$ cat src/rtl/idr_pkg.sv
package idr_pkg;
  localparam int DEST_W = 8;
  localparam int GRP_W  = 8;
  localparam int FMT_W  = 4;

  typedef enum logic [2:0] {
    DM_FIXED  = 3'b000,
    DM_LOWPRI = 3'b001,
    DM_SMI    = 3'b010,
    DM_RSVD   = 3'b011,
    DM_NMI    = 3'b100,
    DM_INIT   = 3'b101,
    DM_START  = 3'b110,
    DM_EXT    = 3'b111
  } deliv_e;

  localparam logic [FMT_W-1:0] FMT_FLAT    = 4'hF;
  localparam logic [FMT_W-1:0] FMT_CLUSTER = 4'h0;

  typedef struct packed {
    logic [DEST_W-1:0] id;
    logic [GRP_W-1:0]  grp;
    logic [FMT_W-1:0]  fmt;
  } tgt_t;
endpackage

$ cat src/rtl/idr_target_table.sv
module idr_target_table
  import idr_pkg::*;
#(
  parameter int N_TGT = 32,
  localparam int IW = (N_TGT > 1) ? $clog2(N_TGT) : 1,
  localparam int CW = $clog2(N_TGT + 1)
) (
  input  logic                  clk,
  input  logic                  rst,
  input  logic                  wr_valid,
  input  logic [IW-1:0]         wr_index,
  input  tgt_t                  wr_entry,
  output logic                  wr_err,
  output tgt_t [N_TGT-1:0]      tbl_q,
  output logic [CW-1:0]         count_q
);
  logic accept;

  assign accept = wr_valid && (CW'(wr_index) == count_q) && (count_q < CW'(N_TGT));

  // entries carry no reset: an entry above the count is never consulted
  always_ff @(posedge clk) begin
    if (accept) tbl_q[wr_index] <= wr_entry;
  end

  always_ff @(posedge clk) begin
    if (rst) begin
      count_q <= '0;
      wr_err  <= 1'b0;
    end else begin
      wr_err <= wr_valid && !accept;
      if (accept) count_q <= count_q + CW'(1);
    end
  end

  a_r2_count_step: assert property (@(posedge clk) disable iff (rst)
    1'b1 |=> (count_q == $past(count_q)) || (count_q == $past(count_q) + CW'(1)));

  a_r2_refused_keeps_count: assert property (@(posedge clk) disable iff (rst)
    wr_err |-> count_q == $past(count_q));
endmodule

$ cat src/rtl/idr_match_array.sv
module idr_match_array
  import idr_pkg::*;
#(
  parameter int N_TGT = 32,
  localparam int CW = $clog2(N_TGT + 1)
) (
  input  tgt_t [N_TGT-1:0]  tbl,
  input  logic [CW-1:0]     count,
  input  logic [DEST_W-1:0] dest,
  input  logic              logical,
  output logic [N_TGT-1:0]  cand,
  output logic              fmt_err
);
  logic [N_TGT-1:0] live, id_eq, log_hit, bad_fmt;
  logic             dest_nz;

  assign dest_nz = |dest;

  for (genvar g = 0; g < N_TGT; g++) begin : g_tgt
    logic is_flat, is_clu, flat_hit, clu_hit;
    assign live[g]    = (CW'(g) < count);
    assign is_flat    = (tbl[g].fmt == FMT_FLAT);
    assign is_clu     = (tbl[g].fmt == FMT_CLUSTER);
    assign flat_hit   = |(tbl[g].grp & dest);
    assign clu_hit    = (tbl[g].grp[7:4] == dest[7:4]) && (|(tbl[g].grp[3:0] & dest[3:0]));
    assign id_eq[g]   = live[g] && (tbl[g].id == dest);
    assign log_hit[g] = live[g] && dest_nz && ((is_flat && flat_hit) || (is_clu && clu_hit));
    assign bad_fmt[g] = live[g] && dest_nz && !is_flat && !is_clu;
  end

  // physical: keep only the lowest matching index
  logic [N_TGT-1:0] phys_first;
  always_comb begin
    logic seen;
    phys_first = '0;
    seen = 1'b0;
    for (int k = 0; k < N_TGT; k++) begin
      if (id_eq[k] && !seen) begin
        phys_first[k] = 1'b1;
        seen = 1'b1;
      end
    end
  end

  assign cand    = logical ? log_hit : phys_first;
  assign fmt_err = logical && (|bad_fmt);
endmodule

$ cat src/rtl/idr_rr_pick.sv
module idr_rr_pick #(
  parameter int N_TGT = 32,
  localparam int IW = (N_TGT > 1) ? $clog2(N_TGT) : 1
) (
  input  logic [N_TGT-1:0] req,
  input  logic [IW-1:0]    ptr,
  output logic [N_TGT-1:0] grant,
  output logic [IW-1:0]    grant_idx
);
  always_comb begin
    logic got;
    grant     = '0;
    grant_idx = '0;
    got       = 1'b0;
    for (int k = 0; k < N_TGT; k++) begin
      if (!got && req[k] && (k >= int'(ptr))) begin
        grant[k]  = 1'b1;
        grant_idx = IW'(k);
        got       = 1'b1;
      end
    end
    for (int k = 0; k < N_TGT; k++) begin
      if (!got && req[k]) begin
        grant[k]  = 1'b1;
        grant_idx = IW'(k);
        got       = 1'b1;
      end
    end
  end
endmodule

$ cat src/rtl/idr_resolver.sv
module idr_resolver
  import idr_pkg::*;
#(
  parameter int N_TGT = 32,
  localparam int IW = (N_TGT > 1) ? $clog2(N_TGT) : 1,
  localparam int CW = $clog2(N_TGT + 1)
) (
  input  logic              clk,
  input  logic              rst,
  input  logic              reg_valid,
  input  logic [IW-1:0]     reg_index,
  input  logic [7:0]        reg_id,
  input  logic [7:0]        reg_lgrp,
  input  logic [3:0]        reg_fmt,
  output logic              reg_err,
  input  logic              req_valid,
  input  logic [7:0]        req_dest,
  input  logic              req_dest_mode,
  input  logic [2:0]        req_deliv,
  output logic              res_valid,
  output logic [N_TGT-1:0]  res_mask,
  output logic              res_no_target,
  output logic              res_unsupported,
  output logic              res_fmt_err
);
  tgt_t [N_TGT-1:0] tbl;
  tgt_t             wr_entry;
  logic [CW-1:0]    tgt_cnt;
  logic [N_TGT-1:0] cand, grant, mask_d;
  logic             fmt_err_d, unsup_d, lp_sel;
  logic [IW-1:0]    rr_ptr, grant_idx;

  assign wr_entry = '{id: reg_id, grp: reg_lgrp, fmt: reg_fmt};

  idr_target_table #(.N_TGT(N_TGT)) u_table (
    .clk(clk), .rst(rst),
    .wr_valid(reg_valid), .wr_index(reg_index), .wr_entry(wr_entry),
    .wr_err(reg_err), .tbl_q(tbl), .count_q(tgt_cnt)
  );

  idr_match_array #(.N_TGT(N_TGT)) u_match (
    .tbl(tbl), .count(tgt_cnt), .dest(req_dest), .logical(req_dest_mode),
    .cand(cand), .fmt_err(fmt_err_d)
  );

  idr_rr_pick #(.N_TGT(N_TGT)) u_rr (
    .req(cand), .ptr(rr_ptr), .grant(grant), .grant_idx(grant_idx)
  );

  always_comb begin
    mask_d  = '0;
    unsup_d = 1'b0;
    lp_sel  = 1'b0;
    case (deliv_e'(req_deliv))
      DM_FIXED, DM_EXT: mask_d = cand;
      DM_LOWPRI: begin
        mask_d = grant;
        lp_sel = 1'b1;
      end
      default: unsup_d = 1'b1;
    endcase
  end

  always_ff @(posedge clk) begin
    if (rst) begin
      rr_ptr <= '0;
    end else if (req_valid && lp_sel && (|cand)) begin
      rr_ptr <= (int'(grant_idx) == N_TGT - 1) ? '0 : grant_idx + IW'(1);
    end
  end

  logic res_phys, res_lp;

  always_ff @(posedge clk) begin
    if (rst) begin
      res_valid       <= 1'b0;
      res_mask        <= '0;
      res_no_target   <= 1'b0;
      res_unsupported <= 1'b0;
      res_fmt_err     <= 1'b0;
      res_phys        <= 1'b0;
      res_lp          <= 1'b0;
    end else begin
      res_valid <= req_valid;
      if (req_valid) begin
        res_mask        <= mask_d;
        res_no_target   <= ~(|mask_d);
        res_unsupported <= unsup_d;
        res_fmt_err     <= fmt_err_d;
        res_phys        <= !req_dest_mode;
        res_lp          <= lp_sel;
      end
    end
  end

  a_r4_phys_single: assert property (@(posedge clk) disable iff (rst)
    res_valid && res_phys |-> $onehot0(res_mask));

  a_r10_lowpri_single: assert property (@(posedge clk) disable iff (rst)
    res_valid && res_lp |-> $onehot0(res_mask));

  a_r11_refused_empty: assert property (@(posedge clk) disable iff (rst)
    res_valid && res_unsupported |-> (res_mask == '0) && res_no_target);

  a_r3_within_count: assert property (@(posedge clk) disable iff (rst)
    res_valid |-> ((res_mask >> $past(tgt_cnt)) == '0));

  a_r13_one_cycle: assert property (@(posedge clk) disable iff (rst)
    req_valid |=> res_valid);

  a_r13_no_spurious: assert property (@(posedge clk) disable iff (rst)
    !req_valid |=> !res_valid);
endmodule

$ cat config.mk
export PLATFORM = sky130hd
export DESIGN_NAME = idr_resolver
export DESIGN_NICKNAME = d
export VERILOG_FILES = /design/src/rtl/idr_pkg.sv /design/src/rtl/idr_target_table.sv /design/src/rtl/idr_match_array.sv /design/src/rtl/idr_rr_pick.sv /design/src/rtl/idr_resolver.sv
export SDC_FILE = /design/constraint.sdc
export NUM_CORES = 1
export LEC_CHECK = 0
export BUFFER_PORTS_ARGS = -buffer_cell sky130_fd_sc_hd__clkbuf_2
export CAP_MARGIN = 20
export CORE_UTILIZATION = 55
export DETAILED_ROUTE_END_ITERATION = 6
export PLACE_DENSITY_LB_ADDON = 0.12
export SLEW_MARGIN = 20
export SYNTH_ARGS = -nofsm -noshare
export SYNTH_HDL_FRONTEND = slang
export SYNTH_SLANG_ARGS = --single-unit
$ cat constraint.sdc
create_clock -name clk -period 6.9 [get_ports clk]
set_clock_uncertainty 0.05 [all_clocks]
set_input_delay 0.69 -clock clk [delete_from_list [all_inputs] [get_ports clk]]
set_output_delay 0.69 -clock clk [all_outputs]
set_load 0.03 [all_outputs]
==> results by group <==
Finish
  • Fillcell total: around 4300
  • Area delta synth->final: 14.3%
  • Nets: 2756
  • Most frequent cells in the layout: edfxtp_1 (640), nor2_1 (180), xor2_1 (177)
  • Ant diodes: 0
  • Commonest non-fill, non-tap cell in the layout: edfxtp_1
  • Sequential cell area: about 0.02 mm²
  • Multi-input gate area: between 0.01 and 0.015 mm²
  • Layout cells sized above 1: 0.158

Logic synthesis
  • Post-synth EDFFs: 640
  • Asr flop ratio synth: 0
  • Area of the mapped netlist: about 0.032 mm²
  • Synth Flop Type: edfxtp_1
  • Synth cell types: 103
  • Syn Area/Cell: roughly 14 µm²
  • Synth warn: 0
  • #FFs+latches synth: around 700
  • Cells after Synth: approximately 2400
  • Net Count, Synth: approximately 2500
  • Seq/Total Area, Yosys: 0.630

STA
  • Fin. Hold Viols: 0
  • Final WS setup: 0.472 ns
  • Setup violators final: 0
  • Max-slew violation count: 0
  • Slew margin rel.: 0.191
  • WHS: 0.317 ns
  • Min Tclk post-route: approximately 6.4 ns
  • RSZ-0062 raised after global routing: false
  • Fmax: approximately 160 MHz
  • Period utilization: 0.932
  • Worst Tran Pin Value: around 1.2 ns

Die
  • Starting Density: 0.556
  • Ports: 78
  • Cell Rows: between 80 and 90
  • Die width: roughly 240 µm
  • Die height: around 240 µm
  • Core ar.: about 0.058 mm²
  • Die ar.: just under 0.06 mm²

Pwr
  • Pwr Density: approximately 240 mW/mm²
  • Leak: about 13 nW
  • VDD IR-drop max: between 0.2 and 0.3 mV

Clocking
  • Maximum clock path buffer count: 3
  • TritonCTS Buffers: 73
  • Htree depth: 3
  • # clock sinks: ~700
  • CTS Root Cell: clkbuf_16
  • CTS tree: done
  • Clk_lat worst skew: between 0.6 and 0.7 ns
  • Hold-fix buffers at CTS: 0
  • Reg clk slew, reported paths: 0.06 ns

Route
  • Post-route DRC violation count: 0
  • Final ANT Viol Nets: 0
  • 1st-iter DRT viols: roughly 2600
  • WL/cell: between 20 and 30 µm
  • Vias: 22300
  • Drt pass-1 iters: 7
  • Total wire length: 101000 µm
  • Vias per cell: around 6.6

Worst setup path
  • Setup crit end kind: flip-flop
  • CP required: between 7 and 8 ns
  • Worst-path fanout max: 23
  • WS Path Type: in2reg
  • Critical Path Source Type: input pin
  • CP Data Arrival Time: between 6 and 7 ns

Worst hold path
  • Hold crit path type: in2reg

Global route
  • Antenna violations before repair: 1
  • First-pass GRT wire length: ~150000 µm
  • Grt ovf: 0
  • Total GRT Usage: 0.342
  • Largest net degree at the start of global routing: 55
  • Number of global-route vias before repair: about 22000

Placed design
  • Port Buffers: between 70 and 80
  • Place WS: 0.00832 ns
  • Final HPWL DP: approximately 66000 µm
  • Routability Congestion: ~0.98

Job
  • Max_cap viols: 0

Outcome
  • Status: finished, final reports clean
## stage by stage
| step | power (mW) | cell area, µm² | utilization | setup TNS (ns) | cells |
|---|---|---|---|---|---|
| global placement | 5.14 | 34200 | 0.594 | -0.0658 | 3271 |
| finish | 8.92 | 36600 | 0.636 | 0 | 3400 |
| detailed placement | 5.15 | 34200 | 0.595 | 0 | 3272 |
| global route | 9.14 | 36600 | 0.636 | 0 | 3400 |
| floorplan | 4.89 | 32000 | - | 0 | 2354 |
| CTS | 8.95 | 36600 | 0.636 | 0 | 3400 |
## cell usage after synthesis, types with 8 or more instances
cell type  count  area [µm²]
edfxtp_1     640       19200
nor2_1       180         676
xor2_1       177        1550
ha_1         133        1660
nor4_1       104         651
nand2_1       99         372
xnor2_1       88         771
a21oi_1       65         325
a22oi_1       61         458
nand4_1       61         382
nand3_1       60         300
nor3_1        50         250
dfxtp_1       48         961
o21ai_0       42         210
clkbuf_1      38         143
or4_1         38         285
buf_6         28         315
a31oi_1       25         156
a211oi_1      24         180
and4_1        24         210
and3_1        21         131
buf_2         21         105
mux2i_1       19         190
inv_1         18        67.6
nand2b_1      14        87.6
and2_1        12        75.1
nand3b_1      12        90.1
a21o_1        11        82.6
a22o_1        11        96.3
nor2b_1       11        68.8
or3_1         11        68.8
a32oi_1        9        78.8
nor3b_1        9        67.6
o41ai_1        9        78.8
or2_2          9        56.3
o211ai_1       8        60.1
## sequential cells by signal, summed over array words and instances (netlist names)
signal	flops
rr_ptr	5
res_no_target	1
u_table.wr_err	1
u_table.tbl_q	640
res_mask	32
res_fmt_err	1
res_valid	1
u_table.count_q	6
res_unsupported	1
## metal layers
| metal | share of wire | global-route usage | vias up |
|---|---|---|---|
| li1 | - | - | 9680 |
| met1 | 0.41 | 0.468 | 11200 |
| met2 | 0.46 | 0.539 | 1234 |
| met3 | 0.091 | 0.0631 | 236 |
| met4 | 0.041 | 0.141 | 0 |
| met5 | 0 | 0 | - |
## timing repair
item / in CTS / in global routing
setup endpoints to repair: 0 / 1
setup buffers: 0 / 0
resized for setup: 0 / 2
## final cells by class
class,count,area share
sequential,688,0.551
clock buffer,85,0.0511
inverter,19,0.00195
multi-input combinational,1548,0.305
clock inverter,43,0.0132
tap,765,0.0261
timing repair buffer,252,0.0510
## report_power, final
part | internal [mW] | leakage [nW] | switching, mW
Clock | 2.19 | 1.14 | 1.65
Sequential | 4.56 | 6.14 | 0.00332
Combinational | 0.148 | 5.73 | 0.360
Total | 6.90 | 13.0 | 2.02
## path summary, 6_finish.rpt
check | startpoint | end | slack [ns] | cells after the start
hold / removal | reg_valid | u_table.wr_err$_SDFF_PP0_ | 0.32 | 2
hold reg to reg | res_mask[28]$_SDFFE_PP0P_ | res_mask[28]$_SDFFE_PP0P_ | 0.43 | 2
setup / recovery | req_dest[2] | rr_ptr[3]$_SDFFE_PP0P_ | 0.47 | 25
setup reg to reg | u_table.count_q[5]$_SDFFE_PP0P_ | rr_ptr[3]$_SDFFE_PP0P_ | 0.54 | 23
## logic make-up after synthesis
logic type                 count (synthesis)  synth area share
AOI/OAI and AO/OA                        369            0.0846
xor gates and xnor gates                 265            0.0724
buffers and inverters                    118            0.0218
muxes                                     21           0.00675
DFF                                      688             0.630
adders and majority gates                133            0.0519
and+or+nand+nor                          760             0.133
## worst max-delay path, stage by stage
cell and delay, ns:
buf_4 0.43, buf_12 0.25, nor4_1 0.11, a21boi_1 0.74, nand2_1 0.36, nor4_1 0.79
a31oi_2 0.17, buf_4 0.24, nand4b_1 0.16, nor3_1 0.12, buf_4 0.17, and3_1 0.21
nor2b_1 0.17, a31o_2 0.26, or4b_1 0.55, nor3_1 0.15, o21ai_0 0.11, ha_1 0.23
nand2_1 0.06, nor2_1 0.04, ha_1 0.21, nor2_1 0.17, nand3_1 0.10, mux2_4 0.27
a21oi_2 0.10
(Power assumes the default switching activity.)
